[src/rtl/lane_idx_pkg.sv]
package lane_idx_pkg;
  localparam int NIB_W      = 4;
  localparam int WORD_W     = 32;
  localparam int WORD_LANES = WORD_W / NIB_W;
  localparam int MAX_LANES  = 2 * WORD_LANES;
endpackage

[src/rtl/lane_offs_unpack.sv]
module lane_offs_unpack
  import lane_idx_pkg::*;
#(
  parameter int LANES = 16
) (
  input  logic [WORD_W-1:0]      lo_i,
  input  logic [WORD_W-1:0]      hi_i,
  output logic [LANES*NIB_W-1:0] offs_o
);
  for (genvar r = 0; r < LANES; r++) begin : g_lane
    if (r < WORD_LANES) begin : g_lo
      assign offs_o[r*NIB_W +: NIB_W] = lo_i[r*NIB_W +: NIB_W];
    end else begin : g_hi
      assign offs_o[r*NIB_W +: NIB_W] = hi_i[(r-WORD_LANES)*NIB_W +: NIB_W];
    end
  end
endmodule

[src/rtl/lane_idx_ystep.sv]
module lane_idx_ystep #(
  parameter int STEP_W = 6,
  localparam int YW    = STEP_W + 1
) (
  input  logic signed [STEP_W-1:0] x_step_i,
  input  logic signed [STEP_W-1:0] y_step_i,
  input  logic                     y_step_en_i,
  output logic signed [YW-1:0]     y_step_o
);
  // one extra bit so that negating the most negative step cannot overflow
  logic signed [YW-1:0] x_ext, y_ext;
  assign x_ext    = YW'(x_step_i);
  assign y_ext    = YW'(y_step_i);
  assign y_step_o = y_step_en_i ? y_ext : -x_ext;
endmodule

[src/rtl/lane_idx_walk.sv]
module lane_idx_walk
  import lane_idx_pkg::*;
#(
  parameter int LANES   = 16,
  parameter int COLS    = 2,
  parameter int IDX_W   = 5,
  parameter int START_W = 32,
  parameter int STEP_W  = 6,
  localparam int NE     = LANES * COLS
) (
  input  logic signed [START_W-1:0]  start_i,
  input  logic signed [STEP_W-1:0]   step_i,
  input  logic [LANES*NIB_W-1:0]     offs_i,
  output logic [NE*IDX_W-1:0]        idx_o
);
  logic [IDX_W-1:0] base, stp;
  logic [IDX_W-1:0] lane_base [LANES];
  logic [IDX_W-1:0] col_ofs   [COLS];

  // buffer size is a power of two: modulo is truncation to IDX_W bits
  assign base = IDX_W'(start_i);
  assign stp  = IDX_W'(step_i);

  for (genvar r = 0; r < LANES; r++) begin : g_lane
    assign lane_base[r] = base + IDX_W'(offs_i[r*NIB_W +: NIB_W]);
  end

  for (genvar c = 0; c < COLS; c++) begin : g_col
    assign col_ofs[c] = stp * IDX_W'(c);
  end

  for (genvar r = 0; r < LANES; r++) begin : g_r
    for (genvar c = 0; c < COLS; c++) begin : g_c
      assign idx_o[(r*COLS+c)*IDX_W +: IDX_W] = lane_base[r] + col_ofs[c];
    end
  end
endmodule

[src/rtl/lane_idx_gen.sv]
module lane_idx_gen
  import lane_idx_pkg::*;
#(
  parameter int LANES    = 16,
  parameter int COLS     = 2,
  parameter int BUF_LOG2 = 5,
  parameter int START_W  = 32,
  parameter int STEP_W   = 6,
  localparam int IDX_W   = BUF_LOG2,
  localparam int NE      = LANES * COLS,
  localparam int VEC_W   = NE * IDX_W
) (
  input  logic                      clk_i,
  input  logic                      rst_ni,
  input  logic                      vld_i,
  input  logic signed [START_W-1:0] x_start_i,
  input  logic [WORD_W-1:0]         offs_lo_i,
  input  logic [WORD_W-1:0]         offs_hi_i,
  input  logic signed [STEP_W-1:0]  x_step_i,
  input  logic signed [START_W-1:0] y_start_i,
  input  logic signed [STEP_W-1:0]  y_step_i,
  input  logic                      y_step_en_i,
  output logic                      vld_o,
  output logic [VEC_W-1:0]          x_idx_o,
  output logic [VEC_W-1:0]          y_idx_o
);
  logic [LANES*NIB_W-1:0]  offs;
  logic signed [STEP_W:0]  y_step;
  logic [VEC_W-1:0]        x_d, y_d, x_q, y_q;
  logic                    vld_q;

  lane_offs_unpack #(.LANES(LANES)) u_unpack (
    .lo_i(offs_lo_i), .hi_i(offs_hi_i), .offs_o(offs)
  );

  lane_idx_ystep #(.STEP_W(STEP_W)) u_ystep (
    .x_step_i(x_step_i), .y_step_i(y_step_i),
    .y_step_en_i(y_step_en_i), .y_step_o(y_step)
  );

  lane_idx_walk #(
    .LANES(LANES), .COLS(COLS), .IDX_W(IDX_W), .START_W(START_W), .STEP_W(STEP_W)
  ) u_xwalk (
    .start_i(x_start_i), .step_i(x_step_i), .offs_i(offs), .idx_o(x_d)
  );

  lane_idx_walk #(
    .LANES(LANES), .COLS(COLS), .IDX_W(IDX_W), .START_W(START_W), .STEP_W(STEP_W+1)
  ) u_ywalk (
    .start_i(y_start_i), .step_i(y_step), .offs_i(offs), .idx_o(y_d)
  );

  always_ff @(posedge clk_i or negedge rst_ni) begin
    if (!rst_ni) begin
      vld_q <= 1'b0;
      x_q   <= '0;
      y_q   <= '0;
    end else begin
      vld_q <= vld_i;
      if (vld_i) begin
        x_q <= x_d;
        y_q <= y_d;
      end
    end
  end

  assign vld_o   = vld_q;
  assign x_idx_o = x_q;
  assign y_idx_o = y_q;
endmodule

[config.mk]
export PLATFORM = sky130hd
export DESIGN_NAME = lane_idx_gen
export DESIGN_NICKNAME = d
export VERILOG_FILES = /design/src/rtl/lane_idx_pkg.sv /design/src/rtl/lane_offs_unpack.sv /design/src/rtl/lane_idx_ystep.sv /design/src/rtl/lane_idx_walk.sv /design/src/rtl/lane_idx_gen.sv
export SDC_FILE = /design/constraint.sdc
export NUM_CORES = 1
export LEC_CHECK = 0
export CAP_MARGIN = 20
export CORE_MARGIN = 2
export CORE_UTILIZATION = 50
export CTS_BUF_LIST = sky130_fd_sc_hd__clkbuf_16
export DETAILED_ROUTE_END_ITERATION = 8
export PLACE_DENSITY = 0.84
export SYNTH_ARGS = -nofsm -noshare
export SYNTH_HDL_FRONTEND = slang
export SYNTH_SLANG_ARGS = --single-unit
export TNS_END_PERCENT = 100
[constraint.sdc]
create_clock -name clk_i -period 1.35 [get_ports clk_i]
set_clock_uncertainty 0.1 [all_clocks]
set_input_delay 0.405 -clock clk_i [delete_from_list [all_inputs] [get_ports clk_i]]
set_output_delay 0.405 -clock clk_i [all_outputs]
set_load 0.01 [all_outputs]
==> results by stage, run 1 <==
Die:
- The number of placed I/O pins is roughly 470.
- The floorplan die width is between 200 and 250 microns.
- The initial standard-cell utilization of the core is 51.00%.
- The floorplan step set the die height to between 200 and 250 microns.
- The floorplan row count is 73.

Global route:
- The number of antenna violations at the first check in global routing was 17.
- Entering global routing, the biggest net connects 41 pins.
- Global routing used a little over four fifths of the available tracks across all layers.
- The total global routing overflow is roughly 360.

CTS:
- The clock drives 321 sinks.
- In this run, CTS created clock tree buffers numbering 38.
- The cell at the root of the clock tree is sky130_fd_sc_hd__clkbuf_16.
- The worst-case clock buffer depth is 3.
- The number of H-tree branching levels is 2.

Synthesis:
- The number of nets produced by synthesis is roughly 2.1k.
- By area the synthesized netlist is led by sky130_fd_sc_hd__dfrtp_1 (39%), sky130_fd_sc_hd__ha_1 (16%), sky130_fd_sc_hd__mux2_2 (15%).
- After technology mapping, the gate count stands at 1638.
- The area of the mapped netlist is 0.02035 sq mm.
- A synthesized cell averages 12.43 sq um.
- The top cell type's share of synthesized area is 39.46%.
- Synthesis inferred roughly 320 register bits.
- The count of different cell masters after synthesis is 24.
- The fraction of the yosys area taken by sequential cells is 39.46%.
- The synthesized design spends more area on one cell type than any other, namely sky130_fd_sc_hd__dfrtp_1.
- The Yosys step of the flow raised 0 warnings.

Placed design:
- The final RePlAce weighted congestion is 0.8875.
- The placed cell area is 0.03102 sq mm.
- Port buffering added ~410 buffers.
- The HPWL after detailed placement is 55560 microns.

Outcome:
- The run stopped with a tool error.
- The flow stopped in 5_1_grt.
- The tool reported: "[ERROR GRT-0232] Routing congestion too high. Check the congestion heatmap in the GUI".

Timing:
- When the last timing repair stopped, the worst path ended at y_idx_o[159]$_DFFE_PN0P_/D.
- After the last repair the worst path ends at a sequential cell input.
## routing by layer
metal	track usage [%]	GRT overflow
met1	82.33	8
met2	98.51	207
met3	72.95	10
met4	91.70	128
met5	38.45	3
## Yosys cell counts, drive strengths merged
cell and n:
a21o 119, a21oi 160, buf 17, clkbuf 30, dfrtp 321, fa 64, ha 256, inv 93
maj3 4, mux2 271, mux2i 20, nand2 5, nand2b 2, nand3 3, nor2 36, nor3 1
nor3b 1, o21ai 2, xnor2 194, xnor3 2, xor2 37
## kinds of logic after synthesis
family                     after synthesis  share of synthesized area (%)
adders and majority gates              324                          22.23
DFF                                    321                          39.46
muxes                                  291                          16.10
AOI/OAI and AO/OA                      281                          8.372
xor gates and xnor gates               233                          10.16
buffers and inverters                  140                          2.699
and+or+nand+nor                         48                         0.9773
## timing repair
action | CTS
hold buffers | 1
cloned | 6
setup endpoints to repair | 611
resized for setup | 1871
endpoints found under the hold margin | 241
pin swaps | 292
buffers inserted | 218
## per-stage QoR
stage               cells  setup WS, ns  TNS (ns)  util [%]
CTS                  3308        -1.026   -205.24     87.45
detailed placement   3026        -2.004   -389.09     77.71
global placement     3026        -2.004   -376.52     77.71
floorplan            1638        -1.645   -167.23         -
==> run 2: changes to the inputs <==
--- a/config.mk
+++ b/config.mk
@@ -7,10 +7,9 @@
 export LEC_CHECK = 0
 export CAP_MARGIN = 20
 export CORE_MARGIN = 2
-export CORE_UTILIZATION = 50
-export CTS_BUF_LIST = sky130_fd_sc_hd__clkbuf_16
+export CORE_UTILIZATION = 35
 export DETAILED_ROUTE_END_ITERATION = 8
-export PLACE_DENSITY = 0.84
+export PLACE_DENSITY_LB_ADDON = 0.15
 export SYNTH_ARGS = -nofsm -noshare
 export SYNTH_HDL_FRONTEND = slang
 export SYNTH_SLANG_ARGS = --single-unit
==> results by stage, run 2 <==
Synthesis:
- The mux share of post-synthesis cell area was 16.10% (unchanged).
- The post-synthesis register bit count is 321 (unchanged).
- The synthesized instance count is 1638 (unchanged).
- In the post-synthesis netlist, the biggest area contributors are sky130_fd_sc_hd__dfrtp_1 (39%), sky130_fd_sc_hd__ha_1 (16%), sky130_fd_sc_hd__mux2_2 (15%).
- The count of different cell masters after synthesis is 24 (unchanged).
- The fraction of the yosys area taken by sequential cells is 39.46% (unchanged).
- The share of synthesized registers carrying an async set or reset was 100.0% (unchanged).
- The mean cell area of the mapped netlist is 12.43 sq um (unchanged).
- By area, the combinational part of the netlist is dominated by adder cells.
- The top cell type's share of synthesized area is 39.46% (unchanged).
- The number of synthesized flops with an enable pin came to 0 (unchanged).
- The number of nets produced by synthesis is 2102 (unchanged).
- The area of the mapped netlist is 0.02035 sq mm (unchanged).
- The compound-gate portion of the synthesized area came to 8.372% (unchanged).
- The commonest cells after synthesis are sky130_fd_sc_hd__dfrtp_1 (321), sky130_fd_sc_hd__mux2_2 (271), sky130_fd_sc_hd__ha_1 (256), sky130_fd_sc_hd__xnor2_1 (194), sky130_fd_sc_hd__a21oi_1 (160).
- The most repeated cell in the gate-level netlist after synthesis is sky130_fd_sc_hd__dfrtp_1.
- The simple logic cell fraction of the synthesized area came to 0.9774% (unchanged).
- The most used flip-flop cell after synthesis is sky130_fd_sc_hd__dfrtp_1.
- The cell type contributing the most total cell area after synthesis is sky130_fd_sc_hd__dfrtp_1.
- The xor-xnor portion of the synthesized cell area is 10.16% (unchanged).
- The adder-cell share of the synthesized area is 22.23% (unchanged).
- The total number of yosys warnings is 0 (unchanged).

Die:
- The floorplan core area is 0.05759 sq mm.
- The floorplan die width came to 245.2 microns (+19%).
- The die covers ~0.060 sq mm.
- The initial standard-cell utilization of the core is 35.35% (-16 points).
- The floorplan row count is 88 (+21%).
- The number of placed I/O pins is 465 (unchanged).
- The vertical die dimension is 245.2 microns (+19%).

Placed design:
- The estimated wirelength of the detail-placed design is 56750 microns (+2.1%).
- The setup slack after placement is -1.995 ns (+0.009710 ns).
- The count of port buffers added during placement is 408 (unchanged).
- The final RePlAce weighted congestion is 0.8260 (-6.9%).
- The placed cell area was 0.03178 sq mm (+2.5%).

Final layout:
- In the layout the commonest cells are sky130_fd_sc_hd__buf_4 (600), sky130_fd_sc_hd__dfrtp_1 (321), sky130_fd_sc_hd__buf_2 (264).
- The count of nets after finishing is 3325.
- The area of all placed cells without fillers is approximately 0.037 sq mm.
- The leading cell type in the layout, fill and taps excluded is sky130_fd_sc_hd__buf_4.
- The ratio of cells with drive above 1 in the final layout is 70.31%.
- Relative to the synthesized area, the layout overhead comes to 83.89%.
- The post-layout utilization of the core is 65.00%.

Hold path:
- The type of the tightest min-delay check is in2reg.
- The worst hold path terminates at y_idx_o[29].
- Counting instances, the worst hold path has a depth of 2.
- In this run the most critical hold path is launched from vld_i.

Global route:
- Entering global routing, the biggest net connects between 60 and 70 pins.
- The via count of the first global-routing pass is approximately 19k.
- The number of antenna violations at the first check in global routing is 10.
- The total global routing overflow is 0.
- The wire length of the first global-routing pass is 116400 microns.
- The global-route usage over all layers is 26.08%.

Route:
- The routed length per instance is 21.85 microns.
- The remaining number of nets flagged by the antenna check after routing is 0.
- The detailed router placed 17.45k vias in this run.
- The number of iterations in the first detailed-routing pass is 5.
- The number of DRC markers after the initial detailed-route iteration is roughly 530.
- The DRC violation count after routing is 0.
- The number of vias per cell is 4.766.
- The total wire length is 79990 microns.

Timing:
- The number of pins with negative max-slew slack in the final report came to 0.
- Based on the critical path, the design can be clocked at up to around 0.42 GHz.
- Setup slack on the critical path of the routed design comes to -1.006 ns.
- Setup violations remaining at the end of the flow were counted as 575.
- The number of hold-slack violations in the final timing report was 0.
- Setup repair after global routing could not meet its margin everywhere.
- For the pin with the worst max-slew slack, the measured transition is 0.7809 ns.
- The worst slew margin relative to its limit is around 48%.
- In the finished design, the share of the clock period the worst path needs comes to 174.5%.
- The post-route minimum period is 2.356 ns.
- The setup TNS is -196.31 ns.

Outcome:
- The flow ran to the end, but the final reports show violations.
- The final reports fail on negative setup slack.

CTS:
- The number of H-tree branching levels was 2 (unchanged).
- The worst-skew pair later-pin latency is between 0.5 and 0.6 ns.
- The worst-case clock buffer depth is 3 (unchanged).
- The cell at the root of the clock tree is sky130_fd_sc_hd__clkbuf_16.
- The TritonCTS clock tree is done.
- The clock buffer count from CTS is 42 (+11%).
- Clock-pin slew was measured on the worst setup and hold paths at 0.06 ns.
- The clock sink total is 321 (unchanged).

Run:
- Max-cap violations in this run came to 0.

Setup path:
- The critical path capture point type is a register.
- STA classifies the critical path startpoint as an input port.
- For flop-to-flop paths, the worst setup slack is between 0.1 and 0.15 ns.
- In this run the critical register-to-register path is captured at x_idx_o[34].
- The type of the worst setup path is in2reg.
- At the worst endpoint, the required time is about 1.7 ns.
- In this run the worst path has a maximum fanout of 6.
- The data arrival time of the critical path is 2.70 ns.
- For the worst flop-to-flop path, the logic depth is 4.
- In this run the critical register-to-register path is launched from x_idx_o[34].

Power:
- The peak ir drop on the vdd network is 1224 uV.
- The leakage power total is between 15 and 20 nW.
- For this design the ratio of total power to cell area is 1426 mW/mm^2.
==> run 2: cell counts after synthesis <==
Identical to the previous run, type by type.
==> run 2: critical path, stage by stage <==
cell                      delay (ns)
sky130_fd_sc_hd__buf_12         0.12
sky130_fd_sc_hd__buf_12         0.13
sky130_fd_sc_hd__buf_12         0.15
sky130_fd_sc_hd__ha_4           0.17
sky130_fd_sc_hd__fa_2           0.48
sky130_fd_sc_hd__fa_2           0.42
sky130_fd_sc_hd__a21o_1         0.19
sky130_fd_sc_hd__a21oi_2        0.13
sky130_fd_sc_hd__xnor2_1        0.15
sky130_fd_sc_hd__xnor2_1        0.08
sky130_fd_sc_hd__mux2_2         0.26
==> run 2: power breakdown <==
part	internal [mW]	switching, mW	total (mW)
clock network	7.31	4.50	11.8
logic	16.1	10.9	27.0
registers	12.5	2.13	14.6
total	35.9	17.5	53.4
==> run 2: routing by layer <==
layer  vias to the layer above  share of wire (%)  track usage [%]
met1                      8753                 42            32.70
li1                       8183                  -                -
met2                       379                 51            46.09
met5                         -              0.078                0
met3                       127                4.4            4.002
met4                         8                3.0            7.909
==> run 2: cell type report <==
type	count	area, sq um
tap	765	957.2
clock buffer	62	1280
clock inverter	14	176.4
multi-input combinational	1177	16100
fill	4366	20160
antenna	3	7.507
inverter	93	366.6
sequential	321	8033
timing repair buffer	1226	10510
==> run 2: worst max path at each step <==
| stage | startpoint | endpoint | slack (ns) | depth (start not counted) |
|---|---|---|---|---|
| floorplan | x_step_i[1] | y_idx_o[49] | -1.64 | 9 |
| global placement | offs_lo_i[28] | y_idx_o[79] | -1.93 | 10 |
| detailed placement | offs_hi_i[20] | y_idx_o[139] | -1.99 | 10 |
| CTS | y_start_i[0] | y_idx_o[99] | -0.94 | 12 |
| global route | y_start_i[0] | y_idx_o[39] | -1.07 | 11 |
| finish | y_start_i[0] | y_idx_o[39] | -1.01 | 11 |
==> run 2: timing repair <==
| item | in CTS | in global routing |
|---|---|---|
| pin swaps | 360 | 315 |
| gates cloned | 7 | 0 |
| hold endpoints to repair | 134 | 0 |
| buffers inserted | 199 | 154 |
| hold buffers | 1 | 0 |
| endpoints found under the setup margin | 609 | 585 |
| gates resized for setup | 1883 | 250 |
==> run 2: cell families (layout without fill, tap and decap cells) <==
group	Yosys count	count (layout)
flops	321	321
fa+ha+maj	324	324
mux	291	291
compound gates	281	281
buf+inv	140	1395
xor+xnor	233	233
simple gates	48	48
other cells	0	3
==> run 2: through the flow <==
step,hold WS (ns),std cells,power (mW)
after floorplan,0.009409,1638,24.37
after global placement,0.1687,3318,37.09
after detailed placement,0.1695,3318,37.45
after CTS,0.04193,3576,51.18
after global routing,0.06038,3660,56.20
final,0.07459,3661,53.39
Power figures use the tool's default switching activity.
